`src/rtl/useq_pkg.sv`:
```
package useq_pkg;

    localparam int AW        = 6;
    localparam int DEPTH     = 1 << AW;
    localparam int OPW       = 4;
    localparam int ROUTW     = AW - OPW;
    localparam int OPSELW    = 3;
    localparam int ALUW      = OPSELW + 1;
    localparam int NALU      = 1 << ALUW;
    localparam int MISCW     = 10;
    localparam int CW        = NALU + MISCW;
    localparam int NSTAT     = 4;
    localparam int SELW      = $clog2(NSTAT);
    localparam int WW        = 16;
    localparam int PADW      = WW - 1 - 3 - SELW - AW;

    typedef logic [AW-1:0] uaddr_t;

    typedef enum logic [2:0] {
        C_ALWAYS = 3'd0,
        C_ZERO   = 3'd1,
        C_CARRY  = 3'd2,
        C_SIGN   = 3'd3,
        C_STAT   = 3'd4,
        C_CALL   = 3'd5,
        C_RET    = 3'd6,
        C_RSVD   = 3'd7
    } cond_e;

    typedef struct packed {
        logic              shift;
        logic [OPSELW-1:0] op;
    } alu_sel_t;

    typedef struct packed {
        logic             fmt;
        logic             map;
        alu_sel_t         alu;
        logic [MISCW-1:0] misc;
    } ctl_word_t;

    typedef struct packed {
        logic            fmt;
        cond_e           cond;
        logic [SELW-1:0] stat_sel;
        logic [PADW-1:0] pad;
        uaddr_t          target;
    } br_word_t;

    typedef logic [WW-1:0] uword_t;

    function automatic uword_t mk_ctl(input logic m, input logic s,
                                      input logic [OPSELW-1:0] op,
                                      input logic [MISCW-1:0] misc);
        ctl_word_t w;
        w.fmt       = 1'b0;
        w.map       = m;
        w.alu.shift = s;
        w.alu.op    = op;
        w.misc      = misc;
        return uword_t'(w);
    endfunction

    function automatic uword_t mk_br(input cond_e c, input logic [SELW-1:0] sel,
                                     input uaddr_t tgt);
        br_word_t w;
        w.fmt      = 1'b1;
        w.cond     = c;
        w.stat_sel = sel;
        w.pad      = '0;
        w.target   = tgt;
        return uword_t'(w);
    endfunction

    localparam uword_t IDLE_WORD = 16'h8000;

    // Fixed microprogram: fetch at 0, opcode dispatch at 1, routines at 4*opcode.
    function automatic uword_t program_word(input uaddr_t a);
        uword_t w;
        case (a)
            6'd0:  w = mk_ctl(1'b0, 1'b0, 3'd0, 10'h001);
            6'd1:  w = mk_ctl(1'b1, 1'b0, 3'd0, 10'h002);
            6'd4:  w = mk_ctl(1'b0, 1'b0, 3'd1, 10'h004);
            6'd8:  w = mk_br(C_ZERO,  2'd0, 6'd10);
            6'd9:  w = mk_ctl(1'b0, 1'b0, 3'd2, 10'h008);
            6'd12: w = mk_br(C_CARRY, 2'd0, 6'd14);
            6'd13: w = mk_ctl(1'b0, 1'b0, 3'd3, 10'h010);
            6'd16: w = mk_br(C_SIGN,  2'd0, 6'd18);
            6'd17: w = mk_ctl(1'b0, 1'b1, 3'd1, 10'h020);
            6'd20: w = mk_br(C_STAT,  2'd2, 6'd22);
            6'd21: w = mk_ctl(1'b0, 1'b1, 3'd7, 10'h040);
            6'd24: w = mk_br(C_CALL,  2'd0, 6'd40);
            6'd25: w = mk_ctl(1'b0, 1'b0, 3'd5, 10'h080);
            6'd28: w = mk_br(C_RSVD,  2'd0, 6'd30);
            6'd29: w = mk_ctl(1'b0, 1'b0, 3'd7, 10'h100);
            6'd30: w = mk_ctl(1'b0, 1'b1, 3'd4, 10'h200);
            6'd40: w = mk_ctl(1'b0, 1'b1, 3'd0, 10'h201);
            6'd41: w = mk_br(C_RET,   2'd0, 6'd0);
            6'd60: w = mk_br(C_ALWAYS, 2'd0, 6'd63);
            6'd63: w = mk_ctl(1'b0, 1'b1, 3'd6, 10'h155);
            default: w = IDLE_WORD;
        endcase
        return w;
    endfunction

endpackage

```
`src/rtl/useq_store.sv`:
```
module useq_store
    import useq_pkg::*;
(
    input  uaddr_t addr_i,
    output uword_t word_o
);
    uword_t mem [DEPTH];

    for (genvar a = 0; a < DEPTH; a++) begin : g_word
        assign mem[a] = program_word(uaddr_t'(a));
    end

    assign word_o = mem[addr_i];
endmodule

```
`src/rtl/useq_next.sv`:
```
module useq_next
    import useq_pkg::*;
(
    input  uaddr_t           car_i,
    input  uword_t           cbr_i,
    input  logic [OPW-1:0]   opcode_i,
    input  logic             zero_i,
    input  logic             carry_i,
    input  logic             sign_i,
    input  logic [NSTAT-1:0] status_i,
    input  uaddr_t           ret_i,
    output uaddr_t           next_o,
    output logic             ret_we_o,
    output uaddr_t           ret_d_o
);
    ctl_word_t cw;
    br_word_t  bw;
    uaddr_t    seq_addr;
    uaddr_t    map_addr;
    logic      cond_hit;

    assign cw       = ctl_word_t'(cbr_i);
    assign bw       = br_word_t'(cbr_i);
    assign seq_addr = car_i + uaddr_t'(1);
    assign map_addr = {opcode_i, {ROUTW{1'b0}}};
    assign ret_d_o  = seq_addr;

    always_comb begin
        cond_hit = 1'b0;
        case (bw.cond)
            C_ZERO:  cond_hit = zero_i;
            C_CARRY: cond_hit = carry_i;
            C_SIGN:  cond_hit = sign_i;
            C_STAT:  cond_hit = status_i[bw.stat_sel];
            default: cond_hit = 1'b0;
        endcase
    end

    always_comb begin
        ret_we_o = 1'b0;
        if (!cw.fmt) begin
            next_o = cw.map ? map_addr : seq_addr;
        end else begin
            case (bw.cond)
                C_ALWAYS: next_o = bw.target;
                C_CALL: begin
                    next_o   = bw.target;
                    ret_we_o = 1'b1;
                end
                C_RET:   next_o = ret_i;
                C_RSVD:  next_o = seq_addr;
                default: next_o = cond_hit ? bw.target : seq_addr;
            endcase
        end
    end
endmodule

```
`src/rtl/useq_decode.sv`:
```
module useq_decode
    import useq_pkg::*;
(
    input  uword_t        cbr_i,
    output logic [CW-1:0] ctrl_o
);
    ctl_word_t       cw;
    logic [NALU-1:0] alu_lines;

    assign cw = ctl_word_t'(cbr_i);

    for (genvar i = 0; i < NALU; i++) begin : g_alu
        assign alu_lines[i] = ~cw.fmt & (cw.alu == alu_sel_t'(i));
    end

    assign ctrl_o = {alu_lines, cw.fmt ? {MISCW{1'b0}} : cw.misc};
endmodule

```
`src/rtl/useq_core.sv`:
```
module useq_core
    import useq_pkg::*;
(
    input  logic                   clk,
    input  logic                   rst,
    input  logic [OPW-1:0]         opcode_i,
    input  logic                   flag_zero_i,
    input  logic                   flag_carry_i,
    input  logic                   reg_sign_i,
    input  logic [NSTAT-1:0]       status_i,
    output logic [CW-1:0]          ctrl_o,
    output logic [AW-1:0]          car_o
);
    uaddr_t car_q;
    uword_t cbr_q;
    uaddr_t ret_q;
    uaddr_t car_d;
    uword_t rom_word;
    logic   ret_we;
    uaddr_t ret_d;

    useq_next u_next (
        .car_i    (car_q),
        .cbr_i    (cbr_q),
        .opcode_i (opcode_i),
        .zero_i   (flag_zero_i),
        .carry_i  (flag_carry_i),
        .sign_i   (reg_sign_i),
        .status_i (status_i),
        .ret_i    (ret_q),
        .next_o   (car_d),
        .ret_we_o (ret_we),
        .ret_d_o  (ret_d)
    );

    useq_store u_store (
        .addr_i (car_d),
        .word_o (rom_word)
    );

    useq_decode u_decode (
        .cbr_i  (cbr_q),
        .ctrl_o (ctrl_o)
    );

    always_ff @(posedge clk) begin
        if (rst) begin
            car_q <= '0;
            cbr_q <= IDLE_WORD;
            ret_q <= '0;
        end else begin
            car_q <= car_d;
            cbr_q <= rom_word;
            if (ret_we) ret_q <= ret_d;
        end
    end

    assign car_o = car_q;
endmodule

```
`config.mk`:
```
export PLATFORM = sky130hd
export DESIGN_NAME = useq_core
export DESIGN_NICKNAME = d
export VERILOG_FILES = /design/src/rtl/useq_pkg.sv /design/src/rtl/useq_store.sv /design/src/rtl/useq_next.sv /design/src/rtl/useq_decode.sv /design/src/rtl/useq_core.sv
export SDC_FILE = /design/constraint.sdc
export NUM_CORES = 1
export LEC_CHECK = 0
export CELL_PAD_IN_SITES_DETAIL_PLACEMENT = 0
export CELL_PAD_IN_SITES_GLOBAL_PLACEMENT = 2
export CORE_MARGIN = 4
export CORE_UTILIZATION = 33
export CTS_CLUSTER_DIAMETER = 30
export DETAILED_ROUTE_END_ITERATION = 12
export GPL_TIMING_DRIVEN = 0
export PLACE_DENSITY_LB_ADDON = 0.1
export SETUP_SLACK_MARGIN = 0.3
export SLEW_MARGIN = 30
export SYNTH_ARGS = -nofsm -noshare
export SYNTH_HDL_FRONTEND = slang
export SYNTH_HIERARCHICAL = 1
export SYNTH_SLANG_ARGS = --single-unit
```
`constraint.sdc`:
```
create_clock -name clk -period 5.31 [get_ports clk]
set_input_delay 1.062 -clock clk [delete_from_list [all_inputs] [get_ports clk]]
set_output_delay 1.062 -clock clk [all_outputs]
set_load 0.03 [all_outputs]
```
==> impl_metrics.py, run 1 <==
metrics = {
    "floorplanning": {
        "rows": 30,
        "die_y_um": 93.0,
        "core_um2": 6910,
        "dieArea_um2": 8650,
        "start_util": 0.345,
        "ios": 45,
        "die_x_um": 93.0,
    },
    "finish": {
        "final_common_cell": "clkdlybuf4s50_1",
        "utilization": 0.433,
        "diodes": 0,
        "area_growth_pct": 25.5,
        "final_cell_mix": "clkdlybuf4s50_1 (44), nor2b_1 (36), dfxtp_1 (28)",
        "filler_cell_count": 742,
        "layout-drive-gt1-share": 0.114,
        "postLayoutCellArea_um2": 2990,
        "nets": 362,
    },
    "synth": {
        "yosysSeqAreaShare": 0.235,
        "synth_compound_area_frac": 0.204,
        "synthCells": 294,
        "synth_fa_ha_area_frac": 0.0357,
        "synth_top_family_by_area": "simple AND/OR/NAND/NOR gates",
        "avgSynthCellArea_um2": 8.11,
        "synth_mux_area_frac": 0.113,
        "yosysTopAreaCell": "dfxtp_1",
        "synthSimpleGateAreaFrac": 0.310,
        "synth_edf_count": 0,
        "yosysWarnings": 6,
        "synthesis.nets": 313,
        "synthFlopType": "dfxtp_1",
        "ys_async_sr_fraction": 0,
        "synth_cell_types": 67,
        "synth_xor_area_frac": 0.0184,
        "synth-seq-cells": 28,
        "synth.area.top_cells": "dfxtp_1 (24%), nor2b_1 (9.4%), mux2i_1 (7.6%)",
        "syn_area_um2": 2380,
        "synth_top_area_frac": 0.235,
    },
    "setup_path": {
        "r2r_start": "cbr_q[10]",
        "ff2ff_path_depth": 10,
        "cp-end-kind": "flip-flop",
        "worstPathRequired_ns": 5.47,
        "rr_endpoint": "cbr_q[12]",
        "crit_type": "in -> reg",
        "cp-start-kind": "input port",
        "arrival_ns": 4.51,
        "critPathMaxFanout": 9,
        "r2r_slack_ns": 1.70,
    },
    "clocking": {
        "cts.sinks": 28,
        "insertion_delay_ns": 0.27,
        "cts_max_path_buffers": 2,
        "cts_setup_buffers": 0,
        "cts_tree": "built",
        "cts_buffers": 3,
        "cts_root_buffer": "clkbuf_8",
        "ctsHoldBuffers": 0,
        "cts_resized": 0,
        "clk_pin_slew_ns": 0.10,
        "htree_num_levels": 1,
    },
    "global_routing": {
        "grt_pass1_vias": 2194,
        "grt.total_usage": 0.167,
        "grt_pass1_wl_um": 11600,
        "antenna_found_initial": 0,
        "grt_max_degree": 15,
        "overflow": 0,
    },
    "detailed_routing": {
        "vias": 2288,
        "drt_iter0_drc": 131,
        "wl_um": 7080,
        "ant_nets": 0,
        "drt-pass1-iter-count": 4,
        "drt-vias-per-instance": 5.24,
        "drc": 0,
        "wl_per_cell_um": 16.2,
    },
    "timing": {
        "rsz0062_at_grt": "no",
        "hold_viol_final": 0,
        "slew_headroom": 0.533,
        "finalCriticalPeriod_ns": 4.35,
        "drv_slew": 0,
        "setup_viol": 0,
        "worst_slew_pin_slew_ns": 0.698,
        "finalCritPeriodShare": 0.819,
        "finClkSkew_ns": 0.0135,
        "max_clock_freq_ghz": 0.230,
        "hold_ws_ns": 0.501,
        "setup_tns_ns": 0,
    },
    "run": {
        "max_cap_viol_count": 0,
    },
    "placement": {
        "port_buffers": 44,
        "dp_hpwl_um": 5410,
        "gp_routability_congestion": 0.875,
        "placed_cell_area_um2": 2950,
    },
    "power_and_ir_drop": {
        "leakagePower_uw": 0.00108,
        "powerDensity_nw_per_um2": 499,
        "peakVddDrop_uv": 256,
    },
    "min_path": {
        "min_to": "ret_q[4]",
        "hp-start": "ret_q[4]",
        "hold_path.class": "reg -> reg",
        "hold_path_depth": 2,
    },
    "status": {
        "status": "finished clean",
    },
}
-- synthesized netlist by cell type, types with 4 or more instances --
library cell  number
nand3_1            9
nand3b_1           4
a22oi_1            5
ha_1               6
nor2_1            21
and2b_1            4
nor3_1             7
dfxtp_1           28
nand2b_1           6
a21oi_1            6
o22ai_1            6
a31oi_1            5
buf_4              4
mux2i_1           18
nor2b_1           36
nand2_1           18
buf_2              9
clkbuf_1           6
o211ai_1           4
buf_6              5
o21ai_0           10
inv_1             11
-- cells by family after synthesis --
group	after synthesis
AND/OR/NAND/NOR	129
buffers and inverters	36
adder cells (fa/ha/maj)	7
flip-flops	28
multiplexers	23
XOR/XNOR	5
AO/OA/AOI/OAI	66
-- how the worst max path moves through the flow --
stage                      startpoint   endpoint  slack (ns)  cells after the start
after CTS                 status_i[3]  cbr_q[12]        0.98                     11
after global placement    status_i[1]  cbr_q[12]        0.70                     11
after detailed placement  status_i[3]   cbr_q[4]        0.69                     13
final                     status_i[3]  cbr_q[12]        0.96                     11
after global routing      status_i[3]   cbr_q[4]        0.73                     13
after floorplan           status_i[3]  cbr_q[12]        1.76                     10
-- registers in the layout (all words and copies together), names as in the netlist --
signal / cells
cbr_q: 16
ret_q: 6
car_o: 6
-- routing by layer --
layer,vias up,GRT usage,share of wire
li1,1153,-,-
met1,1053,0.261,0.52
met2,78,0.238,0.41
met3,4,0.0241,0.064
met4,0,0.0391,0.0068
met5,-,0,0
-- per-stage QoR --
stage                     cells  worst slack, ns  power (µW)
after floorplan             294             1.76        1080
after global placement      434            0.695        1390
after detailed placement    434            0.691        1370
after CTS                   437            0.976        1500
after global routing        437            0.730        1620
final                       437            0.961        1490
-- worst max-delay path, stage by stage --
cell             delay, ns
clkdlybuf4s50_1       0.39
mux4_2                0.48
buf_6                 0.17
mux2i_1               0.12
o221a_2               0.26
nor2_1                0.55
inv_1                 0.28
ha_1                  0.35
mux4_2                0.47
a22o_1                0.24
nor2b_1               0.12
-- power by group --
group	leakage (µW)	internal [µW]	switching, µW
logic	0.000831	443	632
registers	0.000228	254	48.2
clock network	0.0000216	50.9	64.1
-- cell type report --
cell class | count | area, µm² | share of cell area
Clock buffer | 3 | 41.3 | 0.0138
Sequential cell | 28 | 561 | 0.187
Tap cell | 96 | 120 | 0.0401
Multi-Input combinational cell | 230 | 1630 | 0.545
Timing Repair Buffer | 44 | 440 | 0.147
Inverter | 12 | 45.0 | 0.0151
Buffer | 24 | 154 | 0.0514
Power figures use the tool's default switching activity.
==> inputs of run 2 (changes only) <==
CORE_UTILIZATION = 28   (was 33)
clock period = 3.5 ns   (was 5.31 ns; I/O delays follow)
==> run 2 against run 1 <==
  * Flip-flop and latch count is the same
  * First-iteration DRC count grew 3.8%
  * Worst setup slack lost 0.59 ns
  * Core utilization shrank 3.9 points
  * Cell count grew 4.8%
  * Critical endpoint is now cbr_q[15]
  * Via count grew 5.3%
  * Sequential share of layout area shrank 1.5 points
==> impl_metrics.py, run 2 (same netlist as run 1, synthesis figures left out) <==
metrics = {
    "detailed_routing": {
        "wl_um": 7700,
        "drc": 0,
        "wl_per_cell_um": 16.8,
        "ant_nets": 0,
        "drt-vias-per-instance": 5.26,
        "vias": 2409,
        "drt_iter0_drc": 136,
        "drt-pass1-iter-count": 4,
    },
    "min_path": {
        "hold_path.class": "reg -> reg",
        "hp-start": "ret_q[2]",
        "hold_path_depth": 2,
    },
    "power_and_ir_drop": {
        "p_int_uw": 1370,
        "power.switching_uw": 1280,
        "swShare": 0.484,
        "peakVddDrop_uv": 443,
        "p_seq_frac": 0.175,
        "powerDensity_nw_per_um2": 815,
        "comb_power_share": 0.748,
        "clkPwrFrac": 0.077,
        "leakagePower_uw": 0.00119,
    },
    "setup_path": {
        "critPathMaxFanout": 5,
        "cp-end-kind": "flip-flop",
        "ff2ff_path_depth": 8,
        "crit_start": "status_i[3]",
        "cp-start-kind": "input port",
        "r2r_slack_ns": 0.48,
        "r2r_start": "cbr_q[15]",
        "worstPathRequired_ns": 3.67,
        "crit_type": "in -> reg",
        "arrival_ns": 3.30,
    },
    "placement": {
        "port_buffers": 44,
        "dp_cells": 443,
        "gp_routability_congestion": 0.844,
        "dp_hpwl_um": 5650,
    },
    "timing": {
        "setup_tns_ns": 0,
        "max_clock_freq_ghz": 0.320,
        "setup_viol": 0,
        "finalCriticalPeriod_ns": 3.13,
        "hold_viol_final": 0,
        "finalCritPeriodShare": 0.893,
        "finClkSkew_ns": 0.00707,
        "slew_headroom": 0.619,
        "rsz0062_at_grt": "yes",
        "drv_slew": 0,
        "worst_slew_pin_slew_ns": 0.571,
    },
    "clocking": {
        "cts_root_buffer": "clkbuf_8",
        "htree_num_levels": 1,
        "cts_tree": "built",
        "insertion_delay_ns": 0.28,
        "cts_buffers": 3,
        "clk_pin_slew_ns": 0.10,
        "cts.sinks": 28,
        "cts_max_path_buffers": 2,
    },
    "finish": {
        "multi_input_area_um2": 1770,
        "largest_reg_flops": 16,
        "filler_cell_count": 879,
        "diodes": 0,
        "fin_cells": 458,
        "final_cell_mix": "clkdlybuf4s50_1 (38), nor2b_1 (36), dfxtp_1 (28)",
        "nets": 373,
        "area_growth_pct": 36.4,
        "regMostFlops": "cbr_q",
        "layout-drive-gt1-share": 0.190,
        "final_common_cell": "clkdlybuf4s50_1",
        "seq_area_um2": 561,
    },
    "global_routing": {
        "overflow": 0,
        "grt.total_usage": 0.153,
        "grt_max_degree": 16,
        "grt_pass1_wl_um": 12400,
        "grt_use_met3": 0.0195,
        "antenna_found_initial": 0,
        "use_met1": 0.238,
        "grt-busiest-layer": "met1",
        "grt_use_met2": 0.224,
        "grt_pass1_vias": 2266,
    },
    "floorplanning": {
        "die_y_um": 100,
        "core_um2": 8260,
        "ios": 45,
        "die_x_um": 100,
        "start_util": 0.289,
        "rows": 33,
        "dieArea_um2": 10100,
    },
    "run": {
        "max_cap_viol_count": 0,
    },
    "status": {
        "status": "finished clean",
    },
}
run 2: cell count changes in the layout (fill, tap and decap cells not counted), moves of 3 or more:
cell / before / now
ha_1: 6 / 3
inv_1: 11 / 8
ha_4: 0 / 3
buf_4: 4 / 14
clkdlybuf4s50_1: 44 / 38
dlygate4sd2_1: 0 / 4
run 2: area by class of cell:
| type | instances | share of cell area |
|---|---|---|
| timing repair buffer | 55 | 0.164 |
| inverter | 12 | 0.0146 |
| clock buffer | 4 | 0.0169 |
| multi-input combinational | 230 | 0.543 |
| tap | 105 | 0.0404 |
| sequential | 28 | 0.172 |
| buffer | 24 | 0.0492 |
run 2: final timing paths:
path / end
max: cbr_q[15]
min: ret_q[2]
max reg2reg: cbr_q[13]
min reg2reg: ret_q[2]
run 2: power groups by stage:
stage	combinational, µW	clock, µW	sequential, µW
finish	1980	204	465
global route	2140	220	480
CTS	1910	214	465
detailed placement	1640	0	471
global placement	1660	0	472
floorplan	1140	0	496
run 2: stage by stage:
stage                     utilization  instance area (µm²)  hold WS [ns]  power (µW)  worst slack [ns]
after global placement          0.358                 2960         0.477        2130            -0.800
after detailed placement        0.359                 2960         0.487        2110            -0.741
after CTS                       0.387                 3190         0.512        2590             0.303
final                           0.394                 3250         0.506        2650             0.375
after floorplan                     -                 2380         0.456        1630             0.312
after global routing            0.394                 3250         0.533        2840             0.259
run 2: metal layers:
layer / up-vias / part of all wire
met1: 1146 / 0.50
met4: 0 / 0.0074
met3: 5 / 0.058
met2: 72 / 0.44
met5: - / 0
li1: 1186 / -
run 2: repair_timing:
action                     CTS  global route
pin swaps                    8             6
hold buffers                 0             0
gates resized for setup     25            12
cloned                       1             0
buffers inserted             9             1
setup endpoints to repair   16            12
run 2: critical path, stage by stage:
cell	delay, ns
dlygate4sd2_1	0.23
mux4_2	0.52
buf_6	0.17
a31oi_2	0.19
a2bb2oi_2	0.21
o22ai_4	0.09
buf_12	0.15
inv_2	0.07
ha_4	0.16
nand2b_1	0.11
o21ai_2	0.14
a211oi_1	0.05
a221o_1	0.30
or2_1	0.21
